===== src/rtl/clkstop_pkg.sv =====
package clkstop_pkg;

  // Levels that the control asks the datapath to register at the next edge.
  typedef struct packed {
    logic cpuHi;
    logic pciHi;
    logic fixHi;
  } clkLevels_t;

endpackage


===== src/rtl/clkstop_ctrl.sv =====
module clkstop_ctrl
  import clkstop_pkg::*;
#(
  parameter int MASTER_PER_PCI = 6,
  parameter int STOP_DEPTH     = 2
) (
  input  logic       clk,
  input  logic       rstN,
  input  logic       selFast,
  input  logic       cpuStopN,
  input  logic       pciStopN,
  input  logic       pwrDownN,
  output clkLevels_t lvl
);

  localparam int PH_W     = $clog2(MASTER_PER_PCI);
  localparam int CPU_SLOW = MASTER_PER_PCI / 2;
  localparam int CPU_FAST = MASTER_PER_PCI / 3;
  localparam int PCI_HIGH = MASTER_PER_PCI / 2;
  localparam logic [PH_W-1:0] PH_LAST = PH_W'(MASTER_PER_PCI - 1);

  logic [PH_W-1:0]       phase;
  logic [PH_W-1:0]       phaseNext;
  logic                  fastMode;
  logic [STOP_DEPTH-1:0] cpuPipe;   // [0] newest sample, [STOP_DEPTH-1] oldest
  logic                  pciSamp;
  logic                  fixSamp;
  logic                  pciGate;
  logic                  fixGate;
  logic                  cpuStart;
  logic                  pciStart;
  logic                  pciWin;

  // Phase of the master clock within one PCI period, as seen after the next edge.
  always_comb begin
    phaseNext = (phase == PH_LAST) ? '0 : phase + PH_W'(1);
    if (fastMode) begin
      cpuStart = (phaseNext % PH_W'(CPU_FAST)) == '0;
    end else begin
      cpuStart = (phaseNext % PH_W'(CPU_SLOW)) == '0;
    end
    pciStart = phaseNext == PH_W'(1);
    pciWin   = (phaseNext >= PH_W'(1)) && (phaseNext <= PH_W'(PCI_HIGH));
  end

  // The rate select is captured only while reset is held.
  always_ff @(posedge clk) begin
    if (!rstN) begin
      fastMode <= selFast;
    end
  end

  always_ff @(posedge clk or negedge rstN) begin
    if (!rstN) begin
      phase   <= PH_LAST;
      cpuPipe <= '1;
      pciSamp <= 1'b1;
      fixSamp <= 1'b1;
      pciGate <= 1'b1;
      fixGate <= 1'b1;
    end else begin
      phase <= phaseNext;
      if (cpuStart) begin
        cpuPipe[0] <= cpuStopN & pwrDownN;
        for (int i = 1; i < STOP_DEPTH; i++) begin
          cpuPipe[i] <= cpuPipe[i-1];
        end
      end
      if (pciStart) begin
        pciGate <= pciSamp;
        fixGate <= fixSamp;
        pciSamp <= pciStopN & pwrDownN;
        fixSamp <= pwrDownN;
      end
    end
  end

  // The CPU high phase is one master cycle at each cycle start, so its gate
  // is the oldest pipeline stage read on the start edge only.
  // The PCI gates switch only at a cycle start, while the PCI output is low.
  always_comb begin
    lvl.cpuHi = cpuStart & cpuPipe[STOP_DEPTH-1];
    lvl.pciHi = pciWin & (pciStart ? pciSamp : pciGate);
    lvl.fixHi = pciWin & (pciStart ? fixSamp : fixGate);
  end

  AST_MODE_HELD: assert property (@(posedge clk) disable iff (!rstN)
    $past(rstN) |-> $stable(fastMode)) else $error("rate select changed while running");

  AST_PCI_GATE_AT_START: assert property (@(posedge clk) disable iff (!rstN)
    !pciStart |=> $stable(pciGate)) else $error("PCI gate moved mid-cycle");

endmodule


===== src/rtl/clkstop_dp.sv =====
module clkstop_dp
  import clkstop_pkg::*;
#(
  parameter int NUM_CPU = 2,
  parameter int NUM_PCI = 5
) (
  input  logic               clk,
  input  logic               rstN,
  input  clkLevels_t         lvl,
  output logic [NUM_CPU-1:0] cpuClk,
  output logic [NUM_PCI-1:0] pciClk,
  output logic               pciFixClk
);

  for (genvar c = 0; c < NUM_CPU; c++) begin : g_cpu
    always_ff @(posedge clk or negedge rstN) begin
      if (!rstN) cpuClk[c] <= 1'b0;
      else       cpuClk[c] <= lvl.cpuHi;
    end
  end

  for (genvar p = 0; p < NUM_PCI; p++) begin : g_pci
    always_ff @(posedge clk or negedge rstN) begin
      if (!rstN) pciClk[p] <= 1'b0;
      else       pciClk[p] <= lvl.pciHi;
    end

    AST_PCI_SUBSET: assert property (@(posedge clk) disable iff (!rstN)
      pciClk[p] |-> pciFixClk) else $error("stoppable PCI high while fixed low");
  end

  always_ff @(posedge clk or negedge rstN) begin
    if (!rstN) pciFixClk <= 1'b0;
    else       pciFixClk <= lvl.fixHi;
  end

  AST_CPU_PULSE: assert property (@(posedge clk) disable iff (!rstN)
    $rose(cpuClk[0]) |=> !cpuClk[0]) else $error("CPU high phase wrong");

  AST_FIX_HIGH3: assert property (@(posedge clk) disable iff (!rstN)
    $rose(pciFixClk) |=> pciFixClk ##1 pciFixClk ##1 !pciFixClk) else $error("fixed PCI high phase wrong");

  AST_PCI_HIGH3: assert property (@(posedge clk) disable iff (!rstN)
    $rose(pciClk[0]) |=> pciClk[0] ##1 pciClk[0] ##1 !pciClk[0]) else $error("PCI high phase cut");

endmodule


===== src/rtl/clkstop_top.sv =====
module clkstop_top
  import clkstop_pkg::*;
#(
  parameter int NUM_CPU        = 2,
  parameter int NUM_PCI        = 5,
  parameter int MASTER_PER_PCI = 6,
  parameter int STOP_DEPTH     = 2
) (
  input  logic               clk,
  input  logic               rstN,
  input  logic               selFast,
  input  logic               cpuStopN,
  input  logic               pciStopN,
  input  logic               pwrDownN,
  output logic [NUM_CPU-1:0] cpuClk,
  output logic [NUM_PCI-1:0] pciClk,
  output logic               pciFixClk
);

  clkLevels_t lvl;

  clkstop_ctrl #(
    .MASTER_PER_PCI(MASTER_PER_PCI),
    .STOP_DEPTH    (STOP_DEPTH)
  ) u_ctrl (
    .clk     (clk),
    .rstN    (rstN),
    .selFast (selFast),
    .cpuStopN(cpuStopN),
    .pciStopN(pciStopN),
    .pwrDownN(pwrDownN),
    .lvl     (lvl)
  );

  clkstop_dp #(
    .NUM_CPU(NUM_CPU),
    .NUM_PCI(NUM_PCI)
  ) u_dp (
    .clk      (clk),
    .rstN     (rstN),
    .lvl      (lvl),
    .cpuClk   (cpuClk),
    .pciClk   (pciClk),
    .pciFixClk(pciFixClk)
  );

endmodule


===== config.mk =====
export PLATFORM = sky130hd
export DESIGN_NAME = clkstop_top
export DESIGN_NICKNAME = d
export VERILOG_FILES = /design/src/rtl/clkstop_pkg.sv /design/src/rtl/clkstop_ctrl.sv /design/src/rtl/clkstop_dp.sv /design/src/rtl/clkstop_top.sv
export SDC_FILE = /design/constraint.sdc
export NUM_CORES = 1
export LEC_CHECK = 0
export BUFFER_PORTS_ARGS = -buffer_cell sky130_fd_sc_hd__buf_2
export CAP_MARGIN = 15
export CORE_AREA = 2 2 39 41
export CTS_CLUSTER_DIAMETER = 80
export DETAILED_ROUTE_END_ITERATION = 10
export DIE_AREA = 0 0 41 43
export PLACE_DENSITY = 0.73
export SYNTH_ARGS = -nofsm -noshare
export SYNTH_HDL_FRONTEND = slang
export SYNTH_SLANG_ARGS = --single-unit
export TNS_END_PERCENT = 50

===== constraint.sdc =====
create_clock -name clk -period 3.1 [get_ports clk]
set_input_delay 0.155 -clock clk [delete_from_list [all_inputs] [get_ports clk]]
set_output_delay 0.155 -clock clk [all_outputs]
set_load 0.05 [all_outputs]

== Yosys cells after proc, flatten, opt, wreduce, memory -nomap -nowiden ==
Cells that the tools add are included.

* Register bits after elaboration: 13
* Input port bits: 6
* Output and inout port bits: 8

* Add/subtract/negate cells: 1
* Div/mod/pow operators: 1
* Order comparisons: 2
* Equal/unequal tests: 2
* Multiplexer cells: 4
* Bitwise gates (word level): 5
* Reduce and logical (&&, ||, !) cells: 3

{| class="wikitable"
|+ Operators by type and width
! cell !! number
|-
| 3-bit zero test || 2
|-
| 1-bit bitwise AND || 5
|-
| 3-bit by 1-bit adder with 3-bit output, second input constant || 1
|-
| 3-bit by 1-bit equality test with 1-bit output, second input constant || 1
|-
| 3-bit equality test, second input constant || 1
|-
| 3-bit by 1-bit greater-or-equal comparator with 1-bit output, second input constant || 1
|-
| 3-bit by 2-bit <= comparator with 1-bit output, second input constant || 1
|-
| 3-bit by 2-bit modulo with 3-bit output, second input constant || 1
|-
| 1-bit two-way mux || 3
|-
| 3-bit two-way mux || 1
|-
| 1-bit logical AND || 1
|}

== Logic depth before layout (Yosys ltp) ==
Gate-level depths: netlist (run 1).

* Depth after elaboration: 6
* Gate-level depth with buffers: 8
* Depth with buffers taken out: 8

== Hierarchy ==
From an unflattened synthesis (run 1), not the netlist that was laid out.

* Cell total of the unflattened synthesis: 54
* Area, all modules: 620.6 µm²

{| class="wikitable"
|+ By module, submodules not included
! module !! instances !! cells each !! area each (µm²) !! sequential area each (µm²)
|-
| clkstop_ctrl || 1 || 46 || 508.0 || 265.3
|-
| clkstop_dp || 1 || 8 || 112.6 || 75.1
|}

== Least setup slack after synthesis (run 1) ==
No wires, ideal clock.

* Path type: reg2reg
* From: reg u_ctrl.phase[2]
* To: reg u_ctrl.cpuPipe[1]
* Library setup time: 0.082 ns
* Arrival: 1.818 ns
* Data required time: 3.018 ns
* Slack: 1.200 ns
* Stages on the path, launching flop included: 9
* Period minus slack after synthesis: 1.900 ns
* Path through: dfstp_2 > clkbuf_2 > nand2_1 > o21a_1 > ha_1 > nor2_1 > nand3_2 > o21ai_2 > mux2_4

* Word-level cells in the longest chain between the ends: 5

{| class="wikitable"
|+ RTL lines
! element !! RTL line !! source
|-
| from (decl) || clkstop_ctrl.sv:22 || <nowiki>logic [PH_W-1:0] phase;</nowiki>
|-
| from (signal assigned) || clkstop_ctrl.sv:62 || <nowiki>phase <= phaseNext;</nowiki>
|-
| 3-bit by 1-bit adder with 3-bit output or 3-bit equality test (tied branches) || clkstop_ctrl.sv:36 || <nowiki>phaseNext = (phase == PH_LAST) ? '0 : phase + PH_W'(1);</nowiki>
|-
| 3-bit two-way mux * || clkstop_ctrl.sv:36 ||
|-
| 3-bit by 2-bit modulo with 3-bit output || clkstop_ctrl.sv:40 || <nowiki>cpuStart = (phaseNext % PH_W'(CPU_SLOW)) == '0;</nowiki>
|-
| 3-bit zero test || clkstop_ctrl.sv:40 ||
|-
| 1-bit two-way mux * || clkstop_ctrl.sv:37 || <nowiki>if (fastMode) begin</nowiki>
|-
| to (signal, indexed assignment) || clkstop_ctrl.sv:66 || <nowiki>cpuPipe[i] <= cpuPipe[i-1];</nowiki>
|-
| to (decl) || clkstop_ctrl.sv:25 || <nowiki>logic [STOP_DEPTH-1:0] cpuPipe;</nowiki>
|}

Every way passes the cells marked *; elsewhere a longest branch is shown, timed or not.
A chain may end at the register's enable or synchronous reset.

== Worst setup path in the final report (run 1) ==
Ends and elaborated chain as after synthesis.

==> results of run 1 <==
## path summary, 6_finish.rpt
kind                                    from                 to  slack [ps]  depth (start not counted)
setup / recovery             u_ctrl.phase[2]  u_ctrl.cpuPipe[1]        1160                          7
hold / removal                       selFast    u_ctrl.fastMode          40                          1
setup reg to reg             u_ctrl.phase[2]  u_ctrl.cpuPipe[1]        1160                          7
hold reg to reg            u_ctrl.cpuPipe[0]  u_ctrl.cpuPipe[0]         480                          2
max in group asynchronous               rstN  u_ctrl.cpuPipe[1]        2550                          2
min in group asynchronous               rstN    u_ctrl.phase[1]         280                          2
## flip-flops by register name, summed over array words and instances, names as in the netlist
register	cells
u_dp.pciFixClk	1
u_ctrl.pciSamp	1
u_ctrl.phase	3
u_ctrl.fastMode	1
u_ctrl.fixGate	1
u_dp.cpuClk	1
u_ctrl.pciGate	1
u_dp.pciClk	1
u_ctrl.fixSamp	1
u_ctrl.cpuPipe	2
## synthesized netlist by cell type (3+ instances only)
cell / number / area (um^2)
mux2i_1: 3 / 30.0
nor2_1: 7 / 26.3
dfstp_2: 8 / 210
a21oi_1: 3 / 15.0
inv_1: 4 / 15.0
mux2_2: 4 / 45.0
dfrtp_1: 4 / 100
nand2_1: 3 / 11.3
buf_4: 6 / 45.0
## final cells by class
type	count	area share, %
sequential	13	47.1
multi-input combinational	31	33.4
timing repair buffer	14	10.4
clock buffer	4	3.64
tap	16	2.77
inverter	5	2.60
## cell families after synthesis
group / count (synthesis)
and+or+nand+nor: 16
DFF: 13
buffers and inverters: 12
muxes: 8
AOI/OAI and AO/OA: 6
adders and majority gates: 1
## per-stage QoR
step / hold WS, ps / worst slack [ps] / util [%] / power (uW)
3_3_place_gp: 46.6 / 1220 / 49.5 / 226
4_1_cts: 38.7 / 1150 / 52.2 / 334
6_report: 45.0 / 1160 / 52.2 / 329
3_5_place_dp: 47.4 / 1180 / 49.5 / 227
5_1_grt: 40.3 / 1070 / 52.2 / 345
2_1_floorplan: -141 / 1200 / - / 218
## power groups by stage
| stage | Combinational, uW | Sequential, uW | Clock (uW) |
|---|---|---|---|
| finish | 37.7 | 187 | 105 |
| detailed placement | 37.5 | 190 | 0 |
| floorplan | 24.7 | 194 | 0 |
| CTS | 38.4 | 187 | 109 |
| global placement | 36.8 | 189 | 0 |
| global route | 41.1 | 188 | 115 |
## metal layers
layer	part of all wire, %	routed length, um	track usage [%]
met4	2.3	21	10.0
met3	7.0	63	4.71
met2	50	450	21.3
met5	0	0	0
met1	41	369	15.6
## worst max-delay path, cell delays in order, from the launching register on
cell	delay (ps)
dfstp_2	650
nand2_1	100
o21a_1	180
ha_1	280
nor2_1	140
nand3_2	90
o21ai_2	110
mux2_4	320
## what timing repair did
action,CTS,global route
endpoints found under the setup margin,0,0
endpoints found under the hold margin,12,0
hold buffers,1,0
==> impl_metrics.toml, run 1 <==
[synth]
synth_edf_count = 1
seq_area_frac_synth_pct = 52.3
synth_compound_area_share_pct = 5.58
ys_ff_latch = 13
synth_top_family_by_area = "simple AND/OR/NAND/NOR gates"
ys_types = 23
synth_area_um2 = 651
syn-num-nets = 63
muxShareOfSynthArea_pct = 13.8
syn_area_per_cell_um2 = 11.6
yosysWarningCount = 0
async_flop_share_pct = 92.3
syn_inst = 56
synthAdderAreaFrac_pct = 1.92
synth_xor_area_share_pct = 0
synth-simple-area-share_pct = 15.8
synth_ff_type = "dfstp_2"

[critical_path]
crit_required_ps = 3310
worst-setup-path-type = "flop to flop"
cp-end-kind = "flop"
arrival_ps = 2150
crit_fanout = 8
startpoint_type = "flop"

[sta]
fin_crit_sh_pct = 62.5
min_period_ps = 1940
fin_tns_setup_ps = 0
slew-limit-headroom_pct = 77.3
max_slew.worst_pin.slew_ps = 340
rsz0062_at_grt = "no"
drv_slew = 0
hold_violations = 0
setup_viol = 0
clock-skew-final_ps = 5.31
clock.fmax_mhz = 516

[final_layout]
drive_gt1_share_pct = 52.2
num_antenna_cells = 0
nFillCells = 151
syn2layout_area_growth_pct = 11.0
multiInputGateArea_um2 = 241
layout_commonest_cell = "buf_2"
post-route-cell-area_um2 = 722
seqCellArea_um2 = 340
nNetsFinal = 75
layout_common_cells = "buf_2, dfstp_2, nor2_1"
final_cells = 83

[power]
leakage_uw = 0.000321
clkPwrFrac_pct = 31.8
internal_power_uw = 246
p_seq_share_pct = 56.7
p_comb_share_pct = 11.5
power_switching_uw = 83.4
p_sw_share_pct = 25.4
powerDensity_mw_per_mm2 = 456
ir_drop_mv = 0.214

[floorplanning]
die-height_um = 43
coreArea_mm2 = 0.00138
die_x_um = 41
ios = 14
start_util_pct = 47.0
die-area_mm2 = 0.00176
row_count = 14

[clock_tree]
cts_tree = "done"
ctsRootBufferMaster = "clkbuf_4"
cts_inserted_buffers = 3
cts_resized = 0
cts_setup_buffers = 0
htreeDepth = 1
clkSinkCount = 13
cts_buffer_depth = 2
clk_latency_ps = 280
path_clk_slew_ps = 80

[global_routing]
grt_pass1_wl_um = 1590
antenna_found_initial = 0
grt_max_degree = 14
grt_pass1_vias = 388
grt_usage_pct = 14.1
grt.overflow.total = 0

[routing]
ant_nets = 0
wl_per_cell_um = 10.9
num_vias = 393
via_per_inst = 4.73
drt-initial-drc-count = 3
drc = 0
wl_um = 904
dr.pass1.iters = 2

[worst_hold_path]
hp-class = "input port to flop"

[placement]
dp_cells = 78
io_buffers = 13
gp_congestion = 0.727
postPlaceCellArea_um2 = 686

[flow_run]
maxCapViolCount = 0

[outcome]
outcome = "finished, final reports clean"
Power figures use the tool's default switching activity.
==> inputs of run 2 (changes only) <==
--- a/config.mk
+++ b/config.mk
@@ -7,11 +7,11 @@
 export LEC_CHECK = 0
 export BUFFER_PORTS_ARGS = -buffer_cell sky130_fd_sc_hd__buf_2
 export CAP_MARGIN = 15
-export CORE_AREA = 2 2 39 41
+export CORE_MARGIN = 2
+export CORE_UTILIZATION = 50
 export CTS_CLUSTER_DIAMETER = 80
 export DETAILED_ROUTE_END_ITERATION = 10
-export DIE_AREA = 0 0 41 43
-export PLACE_DENSITY = 0.73
+export PLACE_DENSITY = 0.74
 export SYNTH_ARGS = -nofsm -noshare
 export SYNTH_HDL_FRONTEND = slang
 export SYNTH_SLANG_ARGS = --single-unit
==> constraint.sdc (replaced) <==
create_clock -name clk -period 2 [get_ports clk]
set_input_delay 0.1 -clock clk [delete_from_list [all_inputs] [get_ports clk]]
set_output_delay 0.1 -clock clk [all_outputs]
set_load 0.05 [all_outputs]
==> run 2 against run 1 <==
Global-route usage grew 1.7 points. Wire length grew 3.5%. Non-clock buffer count grew 2. Utilization grew 12 points. Setup slack lost 1100 ps. Sequential share of layout area shrank 0.96 points. Worst hold slack lost 3.7 ps. Cell count is the same. Sequential power grew 55%. Cell area grew 2.1%. Combinational power grew 59%. Power grew 53%.
==> impl_metrics.toml, run 2 (same netlist as run 1, synthesis figures left out) <==
[outcome]
outcome = "finished, final reports clean"

[critical_path]
path_cells = "nand2_1 > o21a_1 > ha_1 > nor2_1 > nand3_2 > o21ai_2 > mux2_4"
crit_fanout = 8
crit_required_ps = 2200
crit_path_max_incr_delay_ps = 650
arrival_ps = 2110
crit_slowest_cell = "dfstp_2"
worst-setup-path-type = "flop to flop"
startpoint_type = "flop"
cp-end-kind = "flop"

[routing]
wl_per_cell_um = 11.3
via_per_inst = 4.87
drt-initial-drc-count = 1
num_vias = 404
wl_um = 936
ant_nets = 0
drc = 0
dr.pass1.iters = 2

[sta]
min_period_ps = 1920
fin_tns_setup_ps = 0
setup_viol = 0
fin_crit_sh_pct = 95.8
hold_violations = 0
max_slew.worst_pin.slew_ps = 266
fin_hold_ws_ps = 41.3
layout_setup_ws_ps = 84.0
slew-limit-headroom_pct = 82.3
rsz0062_at_grt = "no"
clock-skew-final_ps = 0.321
clock.fmax_mhz = 522
drv_slew = 0

[clock_tree]
clkSinkCount = 13
cts_inserted_buffers = 3
htreeDepth = 1
cts_resized = 0
cts_buffer_depth = 2
clk_latency_ps = 260
path_clk_slew_ps = 70
cts_tree = "done"
ctsRootBufferMaster = "clkbuf_4"

[final_layout]
syn2layout_area_growth_pct = 13.3
regMostFlops = "u_ctrl.phase"
num_antenna_cells = 0
layout_common_cells = "buf_2, dfstp_2, nor2_1"
layout_commonest_cell = "buf_2"
multiInputGateArea_um2 = 241
reg.largest.list = "u_ctrl.phase: 3 flops, u_ctrl.cpuPipe: 2 flops"
largest_reg_flops = 3
drive_gt1_share_pct = 52.2
seqCellArea_um2 = 340
nFillCells = 91
final_cells = 83
nNetsFinal = 77

[placement]
dp_cells = 77
post-place-ws_ps = 89.2
post-dp-hpwl_um = 726
gp_congestion = 0.664
io_buffers = 13

[global_routing]
grt_usage_pct = 15.8
antenna_found_initial = 0
grt_pass1_wl_um = 1560
grt_max_degree = 14
grt_pass1_vias = 373
grt.overflow.total = 0

[power]
p_total_uw = 503
powerDensity_mw_per_mm2 = 682
ir_drop_mv = 0.382
leakage_uw = 0.000330

[floorplanning]
die-area_mm2 = 0.00161
die-height_um = 40.1
row_count = 12
coreArea_mm2 = 0.00116
ios = 14
die_x_um = 40.1
start_util_pct = 56.3

[flow_run]
maxCapViolCount = 0

[worst_hold_path]
hp-class = "input port to flop"
[run 2: changes by cell type in the layout (fill, tap and decap cells not counted)]
| cell | before | now |
|---|---|---|
| buf_4 | 0 | 1 |
| dlygate4sd3_1 | 1 | 2 |
[run 2: area by class of cell]
cell class,count,area share (%)
clock buffers,4,3.57
flip-flops and latches,13,46.2
repair buffers,16,12.6
multi-input cells,31,32.8
well taps,14,2.38
inverters,5,2.55
[run 2: worst paths after layout]
path / from / endpoint / slack, ps / cells after the start
min in group asynchronous: rstN / u_dp.cpuClk[0] / 230 / 2
hold reg to reg: u_ctrl.cpuPipe[0] / u_ctrl.cpuPipe[0] / 470 / 2
setup / recovery: u_ctrl.phase[2] / u_ctrl.cpuPipe[1] / 80 / 7
max in group asynchronous: rstN / u_ctrl.phase[2] / 1500 / 2
hold / removal: cpuStopN / u_ctrl.cpuPipe[0] / 40 / 3
setup reg to reg: u_ctrl.phase[2] / u_ctrl.cpuPipe[1] / 80 / 7
[run 2: timing repair]
action / in CTS / in global routing
hold buffers: 1 / 1
endpoints found under the hold margin: 12 / 1
buffers inserted: 0 / 0
[run 2: metrics by stage]
stage / utilization (%) / area, um^2
after CTS: 62.9 / 727
final: 63.7 / 737
after global routing: 63.7 / 737
after detailed placement: 59.7 / 691
after floorplan: - / 651
after global placement: 59.7 / 691
[run 2: power by group]
part	internal (uW)	switching (uW)
Combinational	21.5	38.6
Clock	77.1	76.3
Sequential	283	6.23
Total	382	121
[run 2: worst max-delay path, delay by kind of cell, from the launching register on]
family,cells,cell delay [ps]
adder cells (fa/ha/maj),1,280
AND/OR/NAND/NOR,3,320
flip-flops,1,650
AO/OA/AOI/OAI,2,280
multiplexers,1,320
[run 2: layer usage]
metal | track usage [%] | vias up | routed length, um
li1 | - | 208 | -
met1 | 17.4 | 190 | 387
met2 | 25.8 | 4 | 519
met3 | 3.33 | 2 | 18
met4 | 12.9 | 0 | 10
met5 | 0 | - | 0
==> inputs of run 3 (changes only) <==
--- a/config.mk
+++ b/config.mk
@@ -7,11 +7,12 @@
 export LEC_CHECK = 0
 export BUFFER_PORTS_ARGS = -buffer_cell sky130_fd_sc_hd__buf_2
 export CAP_MARGIN = 15
-export CORE_MARGIN = 2
-export CORE_UTILIZATION = 50
+export CORE_AREA = 2 2 39 41
+export CTS_BUF_LIST = sky130_fd_sc_hd__clkbuf_8
 export CTS_CLUSTER_DIAMETER = 80
 export DETAILED_ROUTE_END_ITERATION = 10
-export PLACE_DENSITY = 0.74
+export DIE_AREA = 0 0 41 43
+export PLACE_DENSITY = 0.73
 export SYNTH_ARGS = -nofsm -noshare
 export SYNTH_HDL_FRONTEND = slang
 export SYNTH_SLANG_ARGS = --single-unit
==> run 3 against run 2 <==
Clock skew up 0.87 ps. Sequential share of layout area decreased by 2.0 points. Flip-flop and latch count stayed put. Power increased by 13%. Maximum frequency grew 3.5%. Register-to-register slack improved by 60 ps. Cell count grew 4.8%. Wire length up 4.3%. Setup slack gained 64 ps. Largest power group unchanged. Highest routed layer unchanged.
==> impl_metrics.toml, run 3 (same netlist as run 1, synthesis figures left out) <==
[global_routing]
antenna_found_initial = 0
grt_pass1_wl_um = 1640
grt.overflow.total = 0
grt_max_degree = 14
grt_usage_pct = 14.7
grt_pass1_vias = 391

[power]
internal_power_uw = 439
clkPwrFrac_pct = 38.8
leakage_uw = 0.000352
powerDensity_mw_per_mm2 = 740
p_seq_share_pct = 50.9
p_total_uw = 570
p_sw_share_pct = 23.0
ir_drop_mv = 0.415
power_switching_uw = 131
p_comb_share_pct = 10.4

[critical_path]
crit_slowest_cell = "dfstp_2"
setup.worst_path.start = "u_ctrl.phase[0]"
path_cells = "nand3b_1 > o21a_1 > ha_1 > nor2_1 > nand3_2 > o21ai_2 > mux2_4"
crit_buf_inv = 0
r2r-start = "u_ctrl.phase[0]"
worstReg2RegEnd = "u_ctrl.cpuPipe[1]"
crit_family = "flip-flops"
cp-end-kind = "flop"
crit_required_ps = 2170
r2r.worst_path.cells = 7
crit_fanout = 7
worst-setup-path-type = "flop to flop"
regToRegSetupSlack_ps = 150
arrival_ps = 2020
startpoint_type = "flop"
crit_path_max_incr_delay_ps = 600

[final_layout]
reg.largest.list = "u_ctrl.phase: 3 flops, u_ctrl.cpuPipe: 2 flops"
num_antenna_cells = 0
largest_reg_flops = 3
layout_common_cells = "buf_2, dfstp_2, nor2_1, inv_1"
syn2layout_area_growth_pct = 18.5
regMostFlops = "u_ctrl.phase"
layout_commonest_cell = "buf_2"
drive_gt1_share_pct = 54.9
nNetsFinal = 79

[worst_hold_path]
holdCritStartpoint = "selFast"
hp-class = "input port to flop"
min_path_cells = 1
holdPathEnd = "u_ctrl.fastMode"

[clock_tree]
ctsRootBufferMaster = "clkbuf_8"
cts_inserted_buffers = 3
cts_resized = 0
clkSinkCount = 13
path_clk_slew_ps = 50
cts_tree = "done"
cts_buffer_depth = 2
htreeDepth = 1
clk_latency_ps = 240

[sta]
fin_crit_sh_pct = 92.6
layout_setup_ws_ps = 148
drv_slew = 0
max_slew.worst_pin.slew_ps = 279
fin_tns_setup_ps = 0
hold_violations = 0
clock-skew-final_ps = 1.20
rsz0062_at_grt = "no"
slew-limit-headroom_pct = 81.4
clock.fmax_mhz = 540
min_period_ps = 1850
setup_viol = 0

[floorplanning]
start_util_pct = 47.0
coreArea_mm2 = 0.00138
die-height_um = 43
die-area_mm2 = 0.00176
ios = 14
row_count = 14
die_x_um = 41

[routing]
wl_per_cell_um = 11.2
via_per_inst = 4.76
drt-initial-drc-count = 2
ant_nets = 0
wl_um = 976
drc = 0
num_vias = 414
dr.pass1.iters = 2

[flow_run]
maxCapViolCount = 0

[placement]
post-dp-hpwl_um = 687
gp_congestion = 0.746
post-place-ws_ps = 68.9
io_buffers = 13

[outcome]
outcome = "finished, final reports clean"
[run 3: final cells by class]
class | instances | area [um^2]
well taps | 16 | 20.0
clock buffers | 3 | 41.3
multi-input cells | 31 | 241
fillers | 118 | 613
inverters | 5 | 18.8
repair buffers | 18 | 105
clock inverters | 1 | 3.75
flip-flops and latches | 13 | 340
[run 3: power groups by stage]
stage	Combinational, uW	Clock, uW	Sequential, uW
2_1_floorplan	38.3	0	300
3_3_place_gp	57.0	0	293
3_5_place_dp	58.5	0	294
4_1_cts	59.9	230	290
5_1_grt	64.9	241	292
6_report	59.1	221	290
[run 3: stage by stage]
step	hold WS [ps]	cell area [um^2]	util, %	cells
detailed placement	0.0465	693	50.1	79
global route	40.3	771	55.7	87
finish	35.3	771	55.7	87
global placement	-10.4	693	50.1	79
CTS	26.6	748	54.1	84
floorplan	-196	651	-	56
[run 3: worst max-delay path by stage]
stage          cells after the start           endpoint  slack, ps
2_1_floorplan                      8  u_ctrl.cpuPipe[1]        100
3_3_place_gp                       7  u_ctrl.cpuPipe[1]        130
3_5_place_dp                       7  u_ctrl.cpuPipe[1]         70
4_1_cts                            7  u_ctrl.cpuPipe[1]         70
5_1_grt                            7  u_ctrl.cpuPipe[1]         50
6_report                           7  u_ctrl.cpuPipe[1]        150
[run 3: metal layers]
layer,wire [um],up-vias,track usage [%]
li1,-,209,-
met1,413,188,17.2
met2,471,13,20.6
met3,69,4,6.28
met4,23,0,10.0
met5,0,-,0
[run 3: repair_timing]
| item | 4_1_cts | 5_1_grt |
|---|---|---|
| buffers inserted | 0 | 3 |
| hold buffers | 1 | 0 |
| endpoints found under the setup margin | 0 | 1 |
| endpoints found under the hold margin | 4 | 0 |
